## config.mk

```make
export PLATFORM = sky130hd
export DESIGN_NAME = page_xlat
export DESIGN_NICKNAME = d
export VERILOG_FILES = /design/src/rtl/page_xlat_pkg.sv /design/src/rtl/xlat_ctrl.sv /design/src/rtl/xlat_datapath.sv /design/src/rtl/page_xlat.sv
export SDC_FILE = /design/constraint.sdc
export NUM_CORES = 1
export LEC_CHECK = 0
export BUFFER_PORTS_ARGS = -buffer_cell sky130_fd_sc_hd__buf_2
export CAP_MARGIN = 20
export CORE_MARGIN = 2
export CORE_UTILIZATION = 28
export CTS_CLUSTER_SIZE = 20
export DETAILED_ROUTE_END_ITERATION = 6
export GPL_ROUTABILITY_DRIVEN = 0
export PLACE_DENSITY = 0.71
export SYNTH_ARGS = -nofsm -noshare
export SYNTH_HDL_FRONTEND = slang
export SYNTH_SLANG_ARGS = --single-unit
export TNS_END_PERCENT = 30
```

## constraint.sdc

```tcl
create_clock -name clk -period 1.3 [get_ports clk]
set_input_delay 0.13 -clock clk [delete_from_list [all_inputs] [get_ports clk]]
set_output_delay 0.13 -clock clk [all_outputs]
set_load 0.02 [all_outputs]
```

## src/rtl/page_xlat_pkg.sv

```systemverilog
package page_xlat_pkg;

  // Strobes handed from the decode control to the datapath
  typedef struct packed {
    logic pageWr;     // load page register at next edge
    logic pageRd;     // drive page value onto read bus
    logic inWindow;   // address falls in the paged window
    logic inUnpaged;  // address falls in the fixed top region
  } xlatStrobes_t;

endpackage

```

## src/rtl/xlat_ctrl.sv

```systemverilog
module xlat_ctrl
  import page_xlat_pkg::*;
#(
  parameter int ADDR_W         = 16,
  parameter int PAGE_W         = 4,
  parameter int DBG_SPAN_W     = 8,
  parameter logic [ADDR_W-1:0] PAGE_REG_ADDR = 16'h0015,
  parameter logic [PAGE_W-1:0] DBG_PAGE      = 4'hF,
  parameter bit  WIN_OVERLAY_EN = 1'b1
) (
  input  logic [ADDR_W-1:0] cpuAddr,
  input  logic              rdEn,
  input  logic              wrEn,
  input  logic              dbgActive,
  input  logic [PAGE_W-1:0] curPage,
  output xlatStrobes_t      strobes,
  output logic              dbgSel,
  output logic              memSel
);

  localparam logic [1:0] WIN_TAG = 2'b10;
  localparam logic [1:0] UNP_TAG = 2'b11;

  logic [1:0] regionTag;
  logic       pageHit;
  logic       topHit;
  logic       winTopHit;
  logic       winOverlay;

  assign regionTag = cpuAddr[ADDR_W-1 -: 2];
  assign pageHit   = (cpuAddr == PAGE_REG_ADDR);

  // Top span of the whole map: every bit above the span is one
  assign topHit    = &cpuAddr[ADDR_W-1:DBG_SPAN_W];
  // Top span of the window: window tag plus ones below the tag
  assign winTopHit = (regionTag == WIN_TAG) && (&cpuAddr[ADDR_W-3:DBG_SPAN_W]);

  generate
    if (WIN_OVERLAY_EN) begin : g_winOverlay
      assign winOverlay = winTopHit && (curPage == DBG_PAGE);
    end else begin : g_noWinOverlay
      assign winOverlay = 1'b0;
    end
  endgenerate

  always_comb begin
    dbgSel            = dbgActive && (topHit || winOverlay);
    memSel            = (rdEn || wrEn) && !dbgSel && !pageHit;
    strobes.pageWr    = wrEn && pageHit;
    strobes.pageRd    = rdEn && pageHit;
    strobes.inWindow  = (regionTag == WIN_TAG);
    strobes.inUnpaged = (regionTag == UNP_TAG);
  end

endmodule

```

## src/rtl/xlat_datapath.sv

```systemverilog
module xlat_datapath
  import page_xlat_pkg::*;
#(
  parameter int ADDR_W  = 16,
  parameter int PAGE_W  = 4,
  parameter int DATA_W  = 8,
  parameter logic [PAGE_W-1:0] RESET_PAGE   = 4'hF,
  parameter logic [PAGE_W-1:0] UNPAGED_PAGE = 4'hF
) (
  input  logic                      clk,
  input  logic                      rstN,
  input  logic [ADDR_W-1:0]         cpuAddr,
  input  logic [DATA_W-1:0]         wrData,
  input  xlatStrobes_t              strobes,
  output logic [PAGE_W-1:0]         curPage,
  output logic [PAGE_W+ADDR_W-3:0]  globalAddr,
  output logic [DATA_W-1:0]         pageRdData
);

  localparam int OFS_W   = ADDR_W - 2;
  localparam int GADDR_W = PAGE_W + OFS_W;
  localparam int PAD_W   = GADDR_W - ADDR_W;

  logic [PAGE_W-1:0] pageQ;
  logic [OFS_W-1:0]  offset;
  logic              unusedHiBits;

  assign unusedHiBits = ^wrData[DATA_W-1:PAGE_W];

  always_ff @(posedge clk or negedge rstN) begin
    if (!rstN)               pageQ <= RESET_PAGE;
    else if (strobes.pageWr) pageQ <= wrData[PAGE_W-1:0];
  end

  assign curPage = pageQ;
  assign offset  = cpuAddr[OFS_W-1:0];

  always_comb begin
    if (strobes.inWindow)       globalAddr = {pageQ, offset};
    else if (strobes.inUnpaged) globalAddr = {UNPAGED_PAGE, offset};
    else                        globalAddr = {{PAD_W{1'b0}}, cpuAddr};
  end

  assign pageRdData = strobes.pageRd ? {{(DATA_W-PAGE_W){1'b0}}, pageQ} : '0;

endmodule

```

## src/rtl/page_xlat.sv

```systemverilog
module page_xlat
  import page_xlat_pkg::*;
#(
  parameter int ADDR_W     = 16,
  parameter int PAGE_W     = 4,
  parameter int DATA_W     = 8,
  parameter int DBG_SPAN_W = 8,
  parameter logic [ADDR_W-1:0] PAGE_REG_ADDR = 16'h0015,
  parameter logic [PAGE_W-1:0] RESET_PAGE    = 4'hF,
  parameter logic [PAGE_W-1:0] DBG_PAGE      = 4'hF,
  parameter bit  WIN_OVERLAY_EN = 1'b1
) (
  input  logic                      clk,
  input  logic                      rstN,
  input  logic [ADDR_W-1:0]         cpuAddr,
  input  logic                      rdEn,
  input  logic                      wrEn,
  input  logic [DATA_W-1:0]         wrData,
  input  logic                      dbgActive,
  output logic [PAGE_W+ADDR_W-3:0]  globalAddr,
  output logic                      dbgSel,
  output logic                      memSel,
  output logic [DATA_W-1:0]         pageRdData
);

  xlatStrobes_t      strobes;
  logic [PAGE_W-1:0] curPage;

  xlat_ctrl #(
    .ADDR_W(ADDR_W), .PAGE_W(PAGE_W), .DBG_SPAN_W(DBG_SPAN_W),
    .PAGE_REG_ADDR(PAGE_REG_ADDR), .DBG_PAGE(DBG_PAGE),
    .WIN_OVERLAY_EN(WIN_OVERLAY_EN)
  ) u_ctrl (
    .cpuAddr(cpuAddr), .rdEn(rdEn), .wrEn(wrEn), .dbgActive(dbgActive),
    .curPage(curPage), .strobes(strobes), .dbgSel(dbgSel), .memSel(memSel)
  );

  xlat_datapath #(
    .ADDR_W(ADDR_W), .PAGE_W(PAGE_W), .DATA_W(DATA_W),
    .RESET_PAGE(RESET_PAGE), .UNPAGED_PAGE({PAGE_W{1'b1}})
  ) u_dp (
    .clk(clk), .rstN(rstN), .cpuAddr(cpuAddr), .wrData(wrData),
    .strobes(strobes), .curPage(curPage), .globalAddr(globalAddr),
    .pageRdData(pageRdData)
  );

endmodule

```

==> run_results.csv <==
group,metric,value,unit
run_status,status,"finished with violations",
run_status,violations,"setup timing",
global_routing,grt_overflow,0,
global_routing,grt_pass1_wl,2.01,mm
detailed_routing,vias,545,
timing,fmax,0.607,GHz
layout,fin_cells,117,
setup_path,crit_path_end_kind,"output port",
power_and_ir_drop,power_frac_comb,0.395,
floorplanning,dieArea,2020,um2
power_and_ir_drop,vdd_ir_drop_max,0.313,mV
layout,n_fill_cell,151,
timing,hold_viol_final,0,
timing,rsz0062_at_grt,"true",
synth,netlist_instances,48,
floorplanning,row_count,14,
timing,fin_worst_skew,0,ns
synth,synth_top_area_share,0.288,
placement,port_buffers,48,
placement,dp_hpwl,1.21,mm
timing,period_needed,1.65,ns
setup_path,slowest_stage,"or4_4",
floorplanning,core_area,1540,um2
layout,area_growth_syn_to_layout,78.4,%
cts,clock_path_buffers,2,
power_and_ir_drop,power_density,551,nW/um2
timing,worst_slack,-0.346,ns
setup_path,cp.required,1.17,ns
setup_path,start_kind,"primary input",
power_and_ir_drop,power.share.clock,0.332,
setup_path,worst-path-max-fanout,5,
global_routing,antenna_found_initial,0,
layout,multi_input_area,283,um2
synth,yosys_warnings,0,
global_routing,grt_pass1_vias,492,
detailed_routing,drt-initial-drc-count,4,
floorplanning,chipWidth,44.9,um
layout,post-route-util,0.543,
placement,dp_cells,109,
layout,register_area,105,um2
flow_run,drv_cap,0,
cts,path_clk_slew,0.04,ns
cts,cts_sinks,4,
detailed_routing,drc_errors,0,
floorplanning,io-pin-count,57,
global_routing,grt_max_degree,6,
layout,largest_register_ffs,4,
detailed_routing,avgRoutedWirePerCell,12.0,um
detailed_routing,vias_per_cell,4.66,
power_and_ir_drop,swShare,0.324,
synth,synth_area,469,um2
detailed_routing,drt-pass1-iter-count,4,
synth,synth_top_cell_by_area,"buf_4",
cts,clk_latency,0.23,ns
setup_path,cp_data_arrival_time,1.52,ns
cts,tritoncts.num_buffers,3,
timing,drv_slew,0,
power_and_ir_drop,p_seq_frac,0.273,
cts,ctsHtreeMaxLevel,1,
global_routing,grtUsageTotal,0.144,
power_and_ir_drop,finalPower,0.461,mW
floorplanning,dieHeight,44.9,um
detailed_routing,drtAntennaViolNets,0,
setup_path,cp_slowest_stage_delay,0.56,ns
floorplanning,floorplan.initialDensity,0.304,
placement,place_ws,-0.407,ns
cts,cts_tree,"yes",
cts,root_buffer,"clkbuf_4",
worst_hold_path,hold_path.class,"primary input to flop",
timing,fin_tns_setup,-2.51,ns
synth,post_synth_main_area_contributors,"buf_4 (29%), dfstp_2 (22%), mux2_4 (13%), and3_1 (5.3%), nor4_2 (5.3%)",
synth,ys_ff_latch,4,
timing,setup-violations-final,10,
layout,finalNetCount,132,
synth,yosysUniqueCellTypes,17,
synth,seq_area_frac_synth,0.224,
timing,timing.final.crit_share,1.27,
power_and_ir_drop,power.leakage,0.468,nW
power_and_ir_drop,intPower,0.311,mW
setup_path,crit_chain,"buf_6 -> or4_4 -> nor4_4 -> and3_4 -> buf_6",
synth,syn_avg_cell_area,9.78,um2
layout,final_layout_size_suffix_gt1_frac,0.851,
power_and_ir_drop,p_switching,0.149,mW
setup_path,cp_common_cell,"buf_6",
layout,antenna_cells,0,
detailed_routing,routed_wl,1.41,mm
setup_path,path_class,"primary input to output port",
[area by class of cell]
class	count	area share
tap	16	0.0239
timing repair buffer	65	0.486
multi-input combinational	29	0.338
clock buffer	3	0.0269
sequential	4	0.126
[stage by stage]
| step | instance area [um2] | hold slack (ns) |
|---|---|---|
| finish | 837 | 0.130 |
| global route | 837 | 0.132 |
| CTS | 793 | 0.124 |
| detailed placement | 714 | 0.116 |
| global placement | 714 | 0.115 |
| floorplan | 499 | -0.0178 |
[logic make-up (layout without fill, tap and decap cells)]
group	Yosys count	count (layout)	synth area share
buffers and inverters	18	68	0.288
and+or+nand+nor	16	16	0.269
AOI/OAI and AO/OA	5	5	0.0827
muxes	4	4	0.128
DFF	4	4	0.224
other	1	4	0.00799
[layout by cell type, fill, tap and decap left out]
| cell type | count |
|---|---|
| a21o_1 | 1 |
| a41oi_1 | 1 |
| and3_2 | 1 |
| and3_4 | 3 |
| buf_2 | 41 |
| buf_4 | 18 |
| buf_6 | 5 |
| clkbuf_4 | 3 |
| conb_1 | 4 |
| dfstp_2 | 4 |
| dlygate4sd3_1 | 1 |
| mux2_4 | 4 |
| nand2_2 | 1 |
| nand4_1 | 2 |
| nand4bb_1 | 1 |
| nor2_1 | 1 |
| nor3_1 | 1 |
| nor3_2 | 1 |
| nor4_4 | 2 |
| o21a_1 | 3 |
| or4_4 | 2 |
| or4b_4 | 1 |
[critical path, delay by kind of cell]
family / cells / cell delay [ns]
buffers and inverters: 2 / 0.20
AND/OR/NAND/NOR: 3 / 1.18
[power groups by stage]
stage / Combinational, mW / Sequential, mW / Clock, mW
3_5_place_dp: 0.167 / 0.127 / 0
6_report: 0.182 / 0.126 / 0.153
5_1_grt: 0.195 / 0.126 / 0.154
4_1_cts: 0.176 / 0.126 / 0.155
3_3_place_gp: 0.164 / 0.127 / 0
2_1_floorplan: 0.112 / 0.127 / 0
[per-layer routing]
layer | part of all wire | up-vias | track usage
met5 | 0 | - | 0
li1 | - | 263 | -
met1 | 0.39 | 250 | 0.161
met2 | 0.52 | 28 | 0.257
met4 | 0.022 | 0 | 0.0882
met3 | 0.061 | 4 | 0.0160
[final timing paths]
path	end	startpoint	slack [ns]	cells after the start
max	pageRdData[0]	cpuAddr[14]	-0.35	5
min	u_dp.curPage[3]	wrData[3]	0.13	2
max reg2reg	u_dp.curPage[2]	u_dp.curPage[2]	0.48	2
min reg2reg	u_dp.curPage[0]	u_dp.curPage[0]	0.75	2
max in group asynchronous	u_dp.curPage[0]	rstN	0.85	2
min in group asynchronous	u_dp.curPage[1]	rstN	0.43	2
[cell usage after synthesis]
master	n
conb_1	1
or4_1	1
nor4_2	2
nand4bb_1	1
buf_4	18
and3_1	4
nand2_2	1
nor2_1	1
mux2_4	4
a21o_1	1
or4_4	1
o21a_1	3
nor3_1	2
nand4_1	2
dfstp_2	4
a41oi_1	1
or4b_4	1
[repair_timing]
item	in CTS	in global routing
hold buffers	1	0
setup buffers	1	3
resized for setup	10	5
hold endpoints to repair	4	0
pin swaps	2	7
endpoints found under the setup margin	10	10
Power figures use the tool's default switching activity.
